===== config.mk =====
export PLATFORM = sky130hd
export DESIGN_NAME = nt_status_unit
export DESIGN_NICKNAME = d
export VERILOG_FILES = /design/src/rtl/nt_stat_pkg.sv /design/src/rtl/zero_window_det.sv /design/src/rtl/ones_run_det.sv /design/src/rtl/status_capture.sv /design/src/rtl/nt_status_unit.sv
export SDC_FILE = /design/constraint.sdc
export NUM_CORES = 1
export LEC_CHECK = 0
export ABC_AREA = 0
export BUFFER_PORTS_ARGS = -buffer_cell sky130_fd_sc_hd__buf_2
export CORE_MARGIN = 1
export CORE_UTILIZATION = 40
export CTS_CLUSTER_SIZE = 30
export DETAILED_ROUTE_END_ITERATION = 8
export PLACE_DENSITY = 0.65
export SLEW_MARGIN = 10
export SYNTH_ARGS = -nofsm -noshare
export SYNTH_HDL_FRONTEND = slang
export SYNTH_HIERARCHICAL = 1
export SYNTH_SLANG_ARGS = --single-unit

===== constraint.sdc =====
create_clock -name clk -period 1.9 [get_ports clk]
set_clock_uncertainty 0.05 [all_clocks]
set_input_delay 0.19 -clock clk [delete_from_list [all_inputs] [get_ports clk]]
set_output_delay 0.19 -clock clk [all_outputs]
set_load 0.03 [all_outputs]

===== src/rtl/nt_stat_pkg.sv =====
// Package: shared sizes and the status word layout for the status unit.
// Assumes: one received bit per bit_valid strobe; the frame strobe is one cycle wide.
package nt_stat_pkg;
    localparam int WIN_BITS_DEF  = 48;
    localparam int ZERO_HITS_DEF = 3;
    localparam int ONE_RUN_DEF   = 128;

    typedef struct packed {
        logic       top_flag;   // bit 7: sync or activity
        logic [1:0] state;      // bits 6:5
        logic       maint;      // bit 4
        logic [3:0] fill;       // bits 3:0, always ones
    } stat_word_t;

    localparam stat_word_t STAT_RESET = '{top_flag: 1'b0, state: 2'b00,
                                          maint: 1'b1, fill: 4'hF};
endpackage


===== src/rtl/zero_window_det.sv =====
// zero_window_det: counts received zeros inside consecutive blocks of WIN_BITS bits.
// It raises hit_o combinationally on the bit that brings the count to ZERO_HITS.
// Assumes: bits arrive with bit_valid_i; a hit restarts the block.
module zero_window_det #(
    parameter int WIN_BITS  = 48,
    parameter int ZERO_HITS = 3
) (
    input  logic clk,
    input  logic rst_n,
    input  logic bit_valid_i,
    input  logic rx_bit_i,
    output logic hit_o
);
    localparam int PW = $clog2(WIN_BITS);
    localparam int ZW = $clog2(ZERO_HITS + 1);
    localparam logic [PW-1:0] POS_LAST  = PW'(WIN_BITS - 1);
    localparam logic [ZW-1:0] ZERO_LAST = ZW'(ZERO_HITS - 1);

    logic [PW-1:0] pos_q;
    logic [ZW-1:0] zeros_q;

    // Third-zero detection for the current block.
    always_comb begin
        hit_o = bit_valid_i && !rx_bit_i && (zeros_q == ZERO_LAST);
    end

    // Block position and zero count bookkeeping.
    always_ff @(posedge clk) begin
        if (!rst_n) begin
            pos_q   <= '0;
            zeros_q <= '0;
        end else if (bit_valid_i) begin
            if (hit_o || pos_q == POS_LAST) begin
                pos_q   <= '0;
                zeros_q <= '0;
            end else begin
                pos_q <= pos_q + 1'b1;
                if (!rx_bit_i) zeros_q <= zeros_q + 1'b1;
            end
        end
    end

    assert_block_restart_R2: assert property (@(posedge clk) disable iff (!rst_n)
        (bit_valid_i && pos_q == POS_LAST) |=> (zeros_q == '0 && pos_q == '0));
endmodule


===== src/rtl/ones_run_det.sv =====
// ones_run_det: counts consecutive received ones, saturating at ONE_RUN.
// It raises clr_o on the bit that completes the run.
// Assumes: any received zero restarts the run.
module ones_run_det #(
    parameter int ONE_RUN = 128
) (
    input  logic clk,
    input  logic rst_n,
    input  logic bit_valid_i,
    input  logic rx_bit_i,
    output logic clr_o
);
    localparam int RW = $clog2(ONE_RUN + 1);
    localparam logic [RW-1:0] RUN_MAX  = RW'(ONE_RUN);
    localparam logic [RW-1:0] RUN_LAST = RW'(ONE_RUN - 1);

    logic [RW-1:0] run_q;

    // Completion pulse on the final one of the run.
    always_comb begin
        clr_o = bit_valid_i && rx_bit_i && (run_q == RUN_LAST);
    end

    // Saturating run counter, restarted by zeros.
    always_ff @(posedge clk) begin
        if (!rst_n) begin
            run_q <= '0;
        end else if (bit_valid_i) begin
            if (!rx_bit_i)             run_q <= '0;
            else if (run_q != RUN_MAX) run_q <= run_q + 1'b1;
        end
    end

    assert_zero_restarts_run_R4: assert property (@(posedge clk) disable iff (!rst_n)
        (bit_valid_i && !rx_bit_i) |=> (run_q == '0));
endmodule


===== src/rtl/status_capture.sv =====
// status_capture: assembles the status word and registers it on each frame strobe.
// Assumes: activity_i is already registered; the word holds between strobes.
module status_capture
    import nt_stat_pkg::*;
(
    input  logic       clk,
    input  logic       rst_n,
    input  logic       frame_tick_i,
    input  logic       deact_req_i,
    input  logic       act_req_i,
    input  logic       frame_synced_i,
    input  logic       activity_i,
    input  logic [1:0] state_code_i,
    input  logic       multiframe_en_i,
    input  logic       maint_bit_i,
    output stat_word_t word_o
);
    stat_word_t next_w;

    // Field selection for the next captured word.
    always_comb begin
        next_w.top_flag = (!deact_req_i && act_req_i) ? frame_synced_i : activity_i;
        next_w.state    = state_code_i;
        next_w.maint    = multiframe_en_i ? maint_bit_i : 1'b1;
        next_w.fill     = 4'hF;
    end

    // Once-per-frame capture register.
    always_ff @(posedge clk) begin
        if (!rst_n)            word_o <= STAT_RESET;
        else if (frame_tick_i) word_o <= next_w;
    end

    assert_hold_between_frames_R9: assert property (@(posedge clk) disable iff (!rst_n)
        !frame_tick_i |=> $stable(word_o));
    assert_sync_shown_R5: assert property (@(posedge clk) disable iff (!rst_n)
        (frame_tick_i && !deact_req_i && act_req_i) |=> (word_o.top_flag == $past(frame_synced_i)));
    assert_state_field_R6: assert property (@(posedge clk) disable iff (!rst_n)
        frame_tick_i |=> (word_o.state == $past(state_code_i)));
    assert_maint_default_R7: assert property (@(posedge clk) disable iff (!rst_n)
        (frame_tick_i && !multiframe_en_i) |=> word_o.maint);
endmodule


===== src/rtl/nt_status_unit.sv =====
// nt_status_unit: line activity flag plus the once-per-frame status word.
// A zero burst sets activity; a long run of ones clears it. The word is captured on frame_tick.
// Assumes: synchronous active-low reset; set and clear never coincide, because they need opposite bits.
module nt_status_unit
    import nt_stat_pkg::*;
#(
    parameter int WIN_BITS  = WIN_BITS_DEF,
    parameter int ZERO_HITS = ZERO_HITS_DEF,
    parameter int ONE_RUN   = ONE_RUN_DEF
) (
    input  logic       clk,
    input  logic       rst_n,
    input  logic       bit_valid,
    input  logic       rx_bit,
    input  logic       frame_tick,
    input  logic       deact_req,
    input  logic       act_req,
    input  logic       frame_synced,
    input  logic [1:0] state_code,
    input  logic       multiframe_en,
    input  logic       maint_bit,
    output logic [7:0] status_word
);
    logic       zero_hit;
    logic       run_done;
    logic       activity_q;
    stat_word_t word;

    zero_window_det #(.WIN_BITS(WIN_BITS), .ZERO_HITS(ZERO_HITS)) zwin_i (
        .clk(clk), .rst_n(rst_n), .bit_valid_i(bit_valid), .rx_bit_i(rx_bit),
        .hit_o(zero_hit));

    ones_run_det #(.ONE_RUN(ONE_RUN)) orun_i (
        .clk(clk), .rst_n(rst_n), .bit_valid_i(bit_valid), .rx_bit_i(rx_bit),
        .clr_o(run_done));

    // Activity flag: set by the zero burst, cleared by the completed ones run.
    always_ff @(posedge clk) begin
        if (!rst_n)        activity_q <= 1'b0;
        else if (zero_hit) activity_q <= 1'b1;
        else if (run_done) activity_q <= 1'b0;
    end

    status_capture cap_i (
        .clk(clk), .rst_n(rst_n), .frame_tick_i(frame_tick),
        .deact_req_i(deact_req), .act_req_i(act_req), .frame_synced_i(frame_synced),
        .activity_i(activity_q), .state_code_i(state_code),
        .multiframe_en_i(multiframe_en), .maint_bit_i(maint_bit), .word_o(word));

    // Output mapping of the captured word.
    always_comb begin
        status_word = word;
    end

    assert_set_on_third_zero_R1: assert property (@(posedge clk) disable iff (!rst_n)
        zero_hit |=> activity_q);
    assert_clear_on_run_R3: assert property (@(posedge clk) disable iff (!rst_n)
        run_done |=> !activity_q);
    assert_old_value_captured_R11: assert property (@(posedge clk) disable iff (!rst_n)
        (frame_tick && deact_req) |=> (status_word[7] == $past(activity_q)));
endmodule


==> flow_metrics.tcl <==
set metrics [dict create \
    ys.flop_type "dfxtp_1" \
    vias 963 \
    final_common_cell "dfxtp_1" \
    wl_per_cell_um 13.0 \
    drc 0 \
    ys_seq_area_frac 0.370 \
    status "completed" \
    first_pass_iters 4 \
    layout_min_cycle_time_ns 1.72 \
    cp_max_fo 6 \
    dpl.cell_count 170 \
    cp.required_ns 2.11 \
    synth_fa_ha_area_frac 0.0441 \
    grt_pass1_vias 940 \
    ir_worst_vdd_uv 588 \
    leakagePower_nw 0.486 \
    cts-root-buf "clkbuf_4" \
    max_freq_mhz 582 \
    synth_compound_area_frac 0.206 \
    final.period_utilization 0.904 \
    grt_usage 0.162 \
    die-height_um 55.3 \
    numCtsBuffers 3 \
    layout.cells.non_filler 174 \
    gp_congestion 0.852 \
    finalSetupViolCount 0 \
    rsz0062_at_grt "false" \
    hold_viol 0 \
    path_cells "or4_4 -> o21ai_2 -> mux2_2 -> nor2_1" \
    via_per_inst 5.53 \
    gr-total-overflow 0 \
    insertion_delay_ns 0.31 \
    start_util 0.439 \
    antenna_found_initial 0 \
    syn-instance-count 129 \
    hp-class "in -> reg" \
    tns_ns 0 \
    drt_iter0_drc 40 \
    ios 20 \
    power_mw 0.781 \
    syn-cell-area_um2 1140 \
    cts_tree "yes" \
    synth_mux_area_frac 0.0363 \
    slowest_stage "or4_4" \
    layout_common_cells "dfxtp_1 (21), buf_2 (15), nand2_1 (14)" \
    worstSetupEndpointType "flop" \
    ys_ff_latch 21 \
    synth_edf_count 0 \
    path_clk_slew_ns 0.12 \
    synth_xor_area_frac 0.0231 \
    power_density_nw_per_um2 631 \
    h-tree-depth 1 \
    wirelength_um 2270 \
    cts.path.max_buffers 2 \
    async_flop_share 0 \
    yosys.area_share.simple 0.239 \
    cap_violations 0 \
    postRouteAntennaNets 0 \
    report.final.slew_viol_count 0 \
    grt_max_degree 20 \
    yosysWarnings 6 \
    area_growth_pct 9.03 \
    post_cts_resized 0 \
    cts.sinks 21 \
    grt_pass1_wl_um 4010 \
    numPortBuffers 15 \
    n_antenna_cell 0 \
    cp-start-kind "flop" \
    nets 161 \
    max_stage_delay_ns 0.56 \
    num_rows 18 \
    drive_gt1_frac 0.194 \
    synth_top_family_by_area "simple AND/OR/NAND/NOR gates" \
    syn_avg_cell_area_um2 8.81 \
    fillers 255 \
    regArea_um2 420 \
    cp.arrival_ns 1.93 \
    postCtsHoldBufs 0 \
    synth_cell_types 44 \
    multi_input_area_um2 638 \
    critPathKind "reg -> reg" \
    die-area_um2 3060 \
    post-dp-hpwl_um 1630 \
    coreArea_um2 2590 \
    die_w_um 55.3 \
    post_cts_buffers 0 \
]
-- power by group --
group | leakage (nW) | total (mW) | switching, mW | internal [mW]
combinational | 0.300 | 0.0988 | 0.0631 | 0.0357
sequential | 0.171 | 0.463 | 0.0101 | 0.453
clock | 0.0150 | 0.220 | 0.138 | 0.0821
-- synthesized netlist by cell type (all sizes together) (2+ instances only) --
cell type	n	area, µm²
o21ai	10	53.8
a21oi	7	35.0
dfxtp	21	420
xor2	3	26.3
nor4bb	2	20.0
nand3	4	25.0
inv	11	41.3
nand4	2	12.5
buf	7	47.6
a311oi	2	17.5
and3	3	20.0
nor2b	3	26.3
ha	4	50.1
o2111ai	2	17.5
nand2	14	52.6
mux2i	3	30.0
nor3	2	10.0
nor2	3	11.3
nand3b	4	30.0
a211oi	2	15.0
and3b	2	17.5
-- critical path, delay by kind of cell, from the launching register on --
family | cells | cell delay (ns)
flops | 1 | 0.37
compound gates | 1 | 0.24
mux | 1 | 0.36
simple gates | 2 | 0.63
-- state kept, by name, summed over array words and instances, names as in the netlist --
register / count
activity_q: 1
cap_i/word_o: 4
orun_i/run_q: 8
zwin_i/pos_q: 6
zwin_i/zeros_q: 2
-- cell type report --
class,instances,area share
multi-input cells,93,0.515
flip-flops and latches,21,0.339
repair buffers,15,0.0606
inverters,11,0.0333
well taps,30,0.0303
clock buffers,4,0.0212
-- per-layer routing --
metal,vias up,share of wire,global-route usage
met2,18,0.50,0.287
met1,453,0.46,0.182
met5,-,0,0
met3,4,0.037,0.0492
li1,488,-,-
met4,0,0.0093,0.0536
-- cells by family (layout without fill, tap and decap cells) --
family,Yosys count,count (layout)
mux,4,4
simple gates,45,45
xor+xnor,3,3
flops,21,21
compound gates,33,33
buf+inv,18,30
fa+ha+maj,4,4
other cells,1,4
-- stage by stage --
stage	hold slack, ns	area (µm²)	util	setup WS, ns
after floorplan	0.216	1150	-	0.315
after global placement	0.392	1210	0.468	0.272
after detailed placement	0.401	1210	0.468	0.206
after CTS	0.0714	1240	0.478	0.171
after global routing	0.109	1240	0.478	0.0754
final	0.0904	1240	0.478	0.182
-- worst paths after layout --
kind                            cells after the start                 to              start  slack (ns)
worst max-delay path                                4    orun_i/run_q[1]    orun_i/run_q[5]        0.18
worst min-delay path                                3    cap_i/word_o[6]      state_code[1]        0.09
worst max register to register                      4    orun_i/run_q[1]    orun_i/run_q[5]        0.18
worst min register to register                      2  zwin_i/zeros_q[1]  zwin_i/zeros_q[1]        0.42
Note: power is estimated with default switching activity, not from simulation.
